`config.mk`:
```
export PLATFORM = sky130hd
export DESIGN_NAME = rxdma_mover
export DESIGN_NICKNAME = d
export VERILOG_FILES = /design/src/rtl/rxdma_pkg.sv /design/src/rtl/rxdma_rr_arb.sv /design/src/rtl/rxdma_port_ctx.sv /design/src/rtl/rxdma_mover.sv
export SDC_FILE = /design/constraint.sdc
export NUM_CORES = 2
export LEC_CHECK = 0
export ABC_AREA = 1
export BUFFER_PORTS_ARGS = -buffer_cell sky130_fd_sc_hd__buf_2
export CELL_PAD_IN_SITES_DETAIL_PLACEMENT = 1
export CELL_PAD_IN_SITES_GLOBAL_PLACEMENT = 1
export CORE_ASPECT_RATIO = 1.25
export CORE_MARGIN = 10
export CORE_UTILIZATION = 48
export DETAILED_ROUTE_END_ITERATION = 10
export PLACE_DENSITY = 0.78
export SYNTH_ARGS = -nofsm -noshare
export SYNTH_HDL_FRONTEND = slang
export SYNTH_SLANG_ARGS = --single-unit
```
`constraint.sdc`:
```
create_clock -name clk -period 8.7 [get_ports clk]
set_input_delay 0.435 -clock clk [delete_from_list [all_inputs] [get_ports clk]]
set_output_delay 0.435 -clock clk [all_outputs]
set_load 0.1 [all_outputs]
```
`src/rtl/rxdma_pkg.sv`:
```
package rxdma_pkg;
  localparam int WORD_BITS  = 64;
  localparam int WORD_BYTES = 8;

  // byte mask for a last word holding n valid bytes (low bytes first)
  function automatic logic [WORD_BYTES-1:0] tail_mask(input logic [3:0] n);
    logic [WORD_BYTES-1:0] m;
    m = '0;
    for (int i = 0; i < WORD_BYTES; i++)
      if (i < int'(n)) m[i] = 1'b1;
    return m;
  endfunction

  // widen a byte mask to a bit mask
  function automatic logic [WORD_BITS-1:0] bit_mask(input logic [WORD_BYTES-1:0] be);
    logic [WORD_BITS-1:0] m;
    for (int i = 0; i < WORD_BITS; i++) m[i] = be[i/8];
    return m;
  endfunction
endpackage

```
`src/rtl/rxdma_rr_arb.sv`:
```
module rxdma_rr_arb #(
  parameter int N  = 4,
  parameter int IW = $clog2(N)
) (
  input  logic          clk,
  input  logic          rst,
  input  logic [N-1:0]  req,
  input  logic          adv,
  output logic [N-1:0]  grant,
  output logic [IW-1:0] gidx,
  output logic          any
);
  logic [IW-1:0] last_q;

  always_comb begin
    int c;
    grant = '0;
    gidx  = '0;
    any   = 1'b0;
    for (int i = 1; i <= N; i++) begin
      c = int'(last_q) + i;
      if (c >= N) c = c - N;
      if (!any && req[c]) begin
        any      = 1'b1;
        gidx     = IW'(c);
        grant[c] = 1'b1;
      end
    end
  end

  always_ff @(posedge clk) begin
    if (rst)            last_q <= IW'(N-1);
    else if (adv && any) last_q <= gidx;
  end
endmodule

```
`src/rtl/rxdma_port_ctx.sv`:
```
module rxdma_port_ctx
  import rxdma_pkg::*;
#(
  parameter int HW        = 6,
  parameter int OFFW      = 8,
  parameter int HDR_WORDS = 8
) (
  input  logic                          clk,
  input  logic                          rst,
  input  logic                          take,
  input  logic [WORD_BITS-1:0]          data,
  input  logic [WORD_BYTES-1:0]         be,
  input  logic                          eof,
  input  logic                          good,
  input  logic [HW-1:0]                 hdl_in,
  input  logic                          clr_pend,
  output logic [HW-1:0]                 cur_hdl,
  output logic [HW-1:0]                 frame_hdl,
  output logic [OFFW-1:0]               cur_off,
  output logic                          first,
  output logic                          pending,
  output logic [HDR_WORDS*WORD_BITS-1:0] hdr_flat
);
  logic [OFFW-1:0]      off_q;
  logic [HW-1:0]        hdl_q;
  logic                 pend_q;
  logic [WORD_BITS-1:0] hdr_q [HDR_WORDS];
  logic [WORD_BITS-1:0] masked;

  assign first     = (off_q == '0);
  assign cur_hdl   = first ? hdl_in : hdl_q;
  assign frame_hdl = hdl_q;
  assign cur_off   = off_q;
  assign pending   = pend_q;
  assign masked    = data & bit_mask(be);

  always_ff @(posedge clk) begin
    if (rst) begin
      off_q  <= '0;
      hdl_q  <= '0;
      pend_q <= 1'b0;
    end else begin
      if (take) begin
        hdl_q <= cur_hdl;
        off_q <= eof ? '0 : off_q + 1'b1;
        if (eof && good) pend_q <= 1'b1;
      end
      if (clr_pend) pend_q <= 1'b0;
    end
  end

  // header copy: first word clears the rest so short frames read zero
  always_ff @(posedge clk) begin
    for (int j = 0; j < HDR_WORDS; j++) begin
      if (rst)
        hdr_q[j] <= '0;
      else if (take && first)
        hdr_q[j] <= (j == 0) ? masked : '0;
      else if (take && off_q == OFFW'(j))
        hdr_q[j] <= masked;
    end
  end

  for (genvar j = 0; j < HDR_WORDS; j++) begin : g_hdr
    assign hdr_flat[j*WORD_BITS +: WORD_BITS] = hdr_q[j];
  end
endmodule

```
`src/rtl/rxdma_mover.sv`:
```
module rxdma_mover
  import rxdma_pkg::*;
#(
  parameter int NPORTS    = 4,
  parameter int HW        = 6,
  parameter int OFFW      = 8,
  parameter int HDR_WORDS = 8,
  localparam int PW       = $clog2(NPORTS),
  localparam int AW       = HW + OFFW
) (
  input  logic                          clk,
  input  logic                          rst,
  input  logic [NPORTS-1:0]             port_valid,
  input  logic [NPORTS*64-1:0]          port_data,
  input  logic [NPORTS-1:0]             port_eof,
  input  logic [NPORTS*4-1:0]           port_nbytes,
  input  logic [NPORTS-1:0]             port_good,
  input  logic [NPORTS*HW-1:0]          port_hdl,
  output logic [NPORTS-1:0]             port_pop,
  output logic [NPORTS-1:0]             hdl_take,
  output logic                          mem_we,
  output logic [AW-1:0]                 mem_addr,
  output logic [63:0]                   mem_wdata,
  output logic [7:0]                    mem_be,
  output logic                          rel_valid,
  output logic [HW-1:0]                 rel_handle,
  output logic                          sreq_valid,
  input  logic                          sreq_ready,
  output logic [PW-1:0]                 sreq_port,
  output logic [HW-1:0]                 sreq_handle,
  output logic [HDR_WORDS*64-1:0]       sreq_hdr
);
  localparam int HDRB = HDR_WORDS * WORD_BITS;

  logic [WORD_BITS-1:0]  data_a  [NPORTS];
  logic [WORD_BYTES-1:0] be_a    [NPORTS];
  logic [HW-1:0]         chdl_a  [NPORTS];
  logic [HW-1:0]         fhdl_a  [NPORTS];
  logic [OFFW-1:0]       off_a   [NPORTS];
  logic [HDRB-1:0]       hdr_a   [NPORTS];
  logic [NPORTS-1:0]     first_v, pend_v, clr_v;

  logic [NPORTS-1:0] turn_grant;
  logic [PW-1:0]     turn_idx;
  logic              turn_any;
  logic [NPORTS-1:0] sq_grant;
  logic [PW-1:0]     sq_idx;
  logic              sq_any;
  logic              sq_load;

  logic              sv_q;
  logic [PW-1:0]     sp_q;

  // ---------------- turn arbitration ----------------
  rxdma_rr_arb #(.N(NPORTS)) u_turn_arb (
    .clk   (clk),
    .rst   (rst),
    .req   (port_valid & ~pend_v & ~{NPORTS{rst}}),
    .adv   (1'b1),
    .grant (turn_grant),
    .gidx  (turn_idx),
    .any   (turn_any)
  );

  assign port_pop = turn_grant;
  assign hdl_take = turn_grant & first_v;

  // ---------------- per-port context ----------------
  for (genvar p = 0; p < NPORTS; p++) begin : g_port
    assign data_a[p] = port_data[p*WORD_BITS +: WORD_BITS];
    assign be_a[p]   = port_eof[p] ? tail_mask(port_nbytes[p*4 +: 4]) : '1;
    assign clr_v[p]  = sv_q && sreq_ready && (sp_q == PW'(p));

    rxdma_port_ctx #(.HW(HW), .OFFW(OFFW), .HDR_WORDS(HDR_WORDS)) u_ctx (
      .clk       (clk),
      .rst       (rst),
      .take      (turn_grant[p]),
      .data      (data_a[p]),
      .be        (be_a[p]),
      .eof       (port_eof[p]),
      .good      (port_good[p]),
      .hdl_in    (port_hdl[p*HW +: HW]),
      .clr_pend  (clr_v[p]),
      .cur_hdl   (chdl_a[p]),
      .frame_hdl (fhdl_a[p]),
      .cur_off   (off_a[p]),
      .first     (first_v[p]),
      .pending   (pend_v[p]),
      .hdr_flat  (hdr_a[p])
    );
  end

  // ---------------- memory write stage ----------------
  always_ff @(posedge clk) begin
    if (rst) begin
      mem_we     <= 1'b0;
      mem_addr   <= '0;
      mem_wdata  <= '0;
      mem_be     <= '0;
      rel_valid  <= 1'b0;
      rel_handle <= '0;
    end else begin
      mem_we     <= turn_any;
      mem_addr   <= {chdl_a[turn_idx], off_a[turn_idx]};
      mem_wdata  <= data_a[turn_idx];
      mem_be     <= be_a[turn_idx];
      rel_valid  <= turn_any && port_eof[turn_idx] && !port_good[turn_idx];
      rel_handle <= chdl_a[turn_idx];
    end
  end

  // ---------------- switch-request arbitration ----------------
  assign sq_load = !sv_q && !rst;

  rxdma_rr_arb #(.N(NPORTS)) u_sreq_arb (
    .clk   (clk),
    .rst   (rst),
    .req   (pend_v),
    .adv   (sq_load),
    .grant (sq_grant),
    .gidx  (sq_idx),
    .any   (sq_any)
  );

  always_ff @(posedge clk) begin
    if (rst) begin
      sv_q <= 1'b0;
      sp_q <= '0;
    end else if (sq_load && sq_any) begin
      sv_q <= 1'b1;
      sp_q <= sq_idx;
    end else if (sv_q && sreq_ready) begin
      sv_q <= 1'b0;
    end
  end

  assign sreq_valid  = sv_q;
  assign sreq_port   = sp_q;
  assign sreq_handle = fhdl_a[sp_q];
  assign sreq_hdr    = hdr_a[sp_q];

  logic unused_ok;
  assign unused_ok = ^sq_grant;
endmodule

```
==> impl_results.md <==
* IO Count at 934
* Total wire length at 484,000 µm
* Startpoint types: register
* All-Layer GR Usage at 0.418
* Chip Width at 425 µm
* TritonCTS clock tree: built
* DR WL/cell at 38.7 µm
* First-pass GRT wire length at 668,000 µm
* Footprint of the multi-input gates at 0.0293 mm²
* H-tree level count at 4
* Critical Path, Cell by Cell: inv_8 -> nor2_4 -> buf_4 -> buf_4 -> a22oi_1 -> nand3_1 -> buf_2
* 1st-iter DRT viols at 14,603
* Achievable Freq at 0.161 GHz
* HP Class: in2reg
* Post-Synth Adder-Cell Area at 0.00306
* Via count at 86,020
* Synth Flop Type: edfxtp_1
* Initial Util at 0.483
* RR Startpoint: u_turn_arb.last_q[0]
* Port Buf Inserts at 933
* XOR/XNOR Fraction of Synth Area at 0.00152
* Worst-path clk slew at 0.07 ns
* Fillcell total at 21,445
* Slew margin rel. at -0.0727
* Vias per inst at 6.89
* Antenna Nets Post-Route at 0
* Fin Setup TNS at 0 ns
* Slowest-stage cell, CP: buf_4
* Netlist Area Pre-Place at 0.0982 mm²
* Gate Count Post-Synth at 8,838
* DIE HEIGHT at 526 µm
* Violated checks: max-slew violations
* TritonRoute pass-1 iters at 6
* Hold slack at 0.0328 ns
* Post-synth cell types at 43
* Ys async rst share at 0
* WP data arrival at 5.79 ns
* Root buffer cell: clkbuf_16
* Mux cell area share after synthesis at 0.000612
* Synth Area in Compound Gates at 0.0512
* Post CTS Setup Buffer Count at 0
* Number of synthesized flops with an enable pin at 2,048
* #FFs+latches synth at 2,203
* DRC at 0
* Final Skew at 0.0527 ns
* Die Area at 0.223 mm²
* Status: finished, violations left
* Post-Syn Area per Cell at 11.1 µm²
* Clock tree sinks at 2,203
* Final Max Tran Viols at 49
* Fin nets at 9,899
* Final-report setup violation count at 0
* Yosys warns at 0
* Cell Rows at 185
* Initial antenna violation count at 64
* WS Path Type: reg2out
* Synthesized net count at 9,173
* Gp weighted congestion at 0.914
* Layout cells sized above 1 at 0.187
* Final Hold Vio Count at 0
* Register area at 0.0646 mm²
* Clock latency on the worst-skew pair at 0.90 ns
* Crit share post-route at 0.716
* Area grow syn2layout at 15.5%
* Crit path from: sreq_port[0]
* Worst endpoint required time at 8.27 ns
* Max Cap Viol at 0
* Post-synthesis sequential area ratio at 0.658
* Final HPWL DP at 303,000 µm
* Critical Path End Type: primary output
* Largest family of logic cells by synthesized area: simple AND/OR/NAND/NOR gates
* Vias in the first global route at 87,142
* Most used cell, CP: buf_4
* CTS buffer count at 215
* Max incr delay on CP at 0.87 ns
* Post-route minimum period at 6.23 ns
* Max FO, Critical Path at 123
* Largest net degree at the start of global routing at 259
* Hold path startpoint: port_hdl[2]
* Core area at 0.203 mm²
* Simple-gate area share of the yosys netlist at 0.236
* Unrepaired setup endpoints after global routing: false
* CTS Buffer Depth at 3
* Overflow after GRT at 0
* Worst-Margin Slew at 1.61 ns
## worst max-delay path, delay by kind of cell (launching register included)
family	cells	cell delay [ns]
AOI/OAI and AO/OA	1	0.17
buffers and inverters	4	2.44
DFF	1	0.83
and+or+nand+nor	2	0.93
## worst paths after layout
check                                   to  slack, ns  cells after the start
max                          sreq_hdr[139]       2.47                      7
min           g_port[0].u_ctx.frame_hdl[2]       0.03                      5
max reg2reg  g_port[0].u_ctx.hdr_q[0][209]       2.70                     14
min reg2reg     g_port[1].u_ctx.cur_off[7]       0.51                      2
## state kept, by name, summed over array words and instances (netlist names), 4 cells and up
signal,flops
g_port.u_ctx.hdr_q,2048
mem_wdata,64
g_port.u_ctx.cur_off,32
g_port.u_ctx.frame_hdl,24
mem_addr,14
mem_be,8
g_port.u_ctx.pending,4
## per-stage QoR
step | instance area [µm²] | cells | worst slack, ns | util
final | 113000 | 12490 | 2.47 | 0.557
after global routing | 113000 | 12461 | 2.59 | 0.557
after CTS | 113000 | 12458 | 2.91 | 0.557
after detailed placement | 104000 | 11858 | 2.69 | 0.513
after global placement | 104000 | 11858 | 2.76 | 0.513
after floorplan | 98200 | 8838 | 1.65 | -
## kinds of logic after synthesis
group	after synthesis
DFF	2203
AOI/OAI and AO/OA	738
and+or+nand+nor	4763
adders and majority gates	24
buffers and inverters	1087
xor gates and xnor gates	17
muxes	6
## routing by layer
layer | vias to the layer above | wire length [µm] | global-route usage
met1 | 42881 | 156000 | 0.496
met4 | 54 | 45300 | 0.315
li1 | 33183 | - | -
met2 | 7873 | 212000 | 0.628
met3 | 2029 | 70100 | 0.139
met5 | - | 407 | 0
## timing repair
item,4_1_cts,5_1_grt
hold buffers,200,0
resized for setup,0,0
setup endpoints to repair,0,0
hold endpoints to repair,100,0
## placed cells by master, fill, tap and decap left out, drive strengths merged, types with 24 or more instances in the layout
master       count
a21oi          149
a22oi          518
buf           1062
clkbuf         272
clkinv          98
dfxtp          155
diode           32
dlygate4sd3    200
edfxtp        2048
ha              24
inv            335
nand2          595
nand3         1916
nand3b          65
nor2          1561
nor3           584
o21ai           57
## area by class of cell
cell class                      count  area share
Antenna cell                       32    0.000706
Timing Repair Buffer             1262      0.0684
Clock inverter                    128      0.0114
Sequential cell                  2203       0.570
Clock buffer                      272      0.0500
Multi-Input combinational cell   5548       0.259
Tap cell                         2711      0.0299
Inverter                          334      0.0112
## synthesized netlist by cell type (2+ instances only)
master       n  area (µm²)
nand2_2     10        62.6
inv_1      307        1150
buf_1       17        63.8
nand2_1    583        2190
inv_2       24        90.1
dfxtp_1    155        3100
o31ai_1      3        22.5
o21ai_0     52         260
nand3_4      2        35.0
nor3_1     261        1310
edfxtp_1  2048       61500
nand3b_1    65         488
nand4_2      2        25.0
nor3_2     323        3230
nor2_1    1555        5840
nand4_1     21         131
o211ai_1     4        30.0
buf_6       58         653
o21ai_1      5        25.0
or2_2       13        81.3
buf_4       48         360
o21bai_1     4        30.0
clkbuf_1   454        1700
nor2_2       3        18.8
ha_1        24         300
nor2_4       3        33.8
nor4_1       4        25.0
a21oi_1    149         746
nand2_4      2        22.5
a22oi_1    518        3890
buf_2      176         881
nand3_1   1907        9540
clkinv_1     2        7.51
nand3_2      7        70.1
mux2i_1      6        60.1
xor2_1      16         140
Power is left out: the tool's default activity adds up to more than one toggle a clock period on the data nets, which glitch-free logic cannot reach.
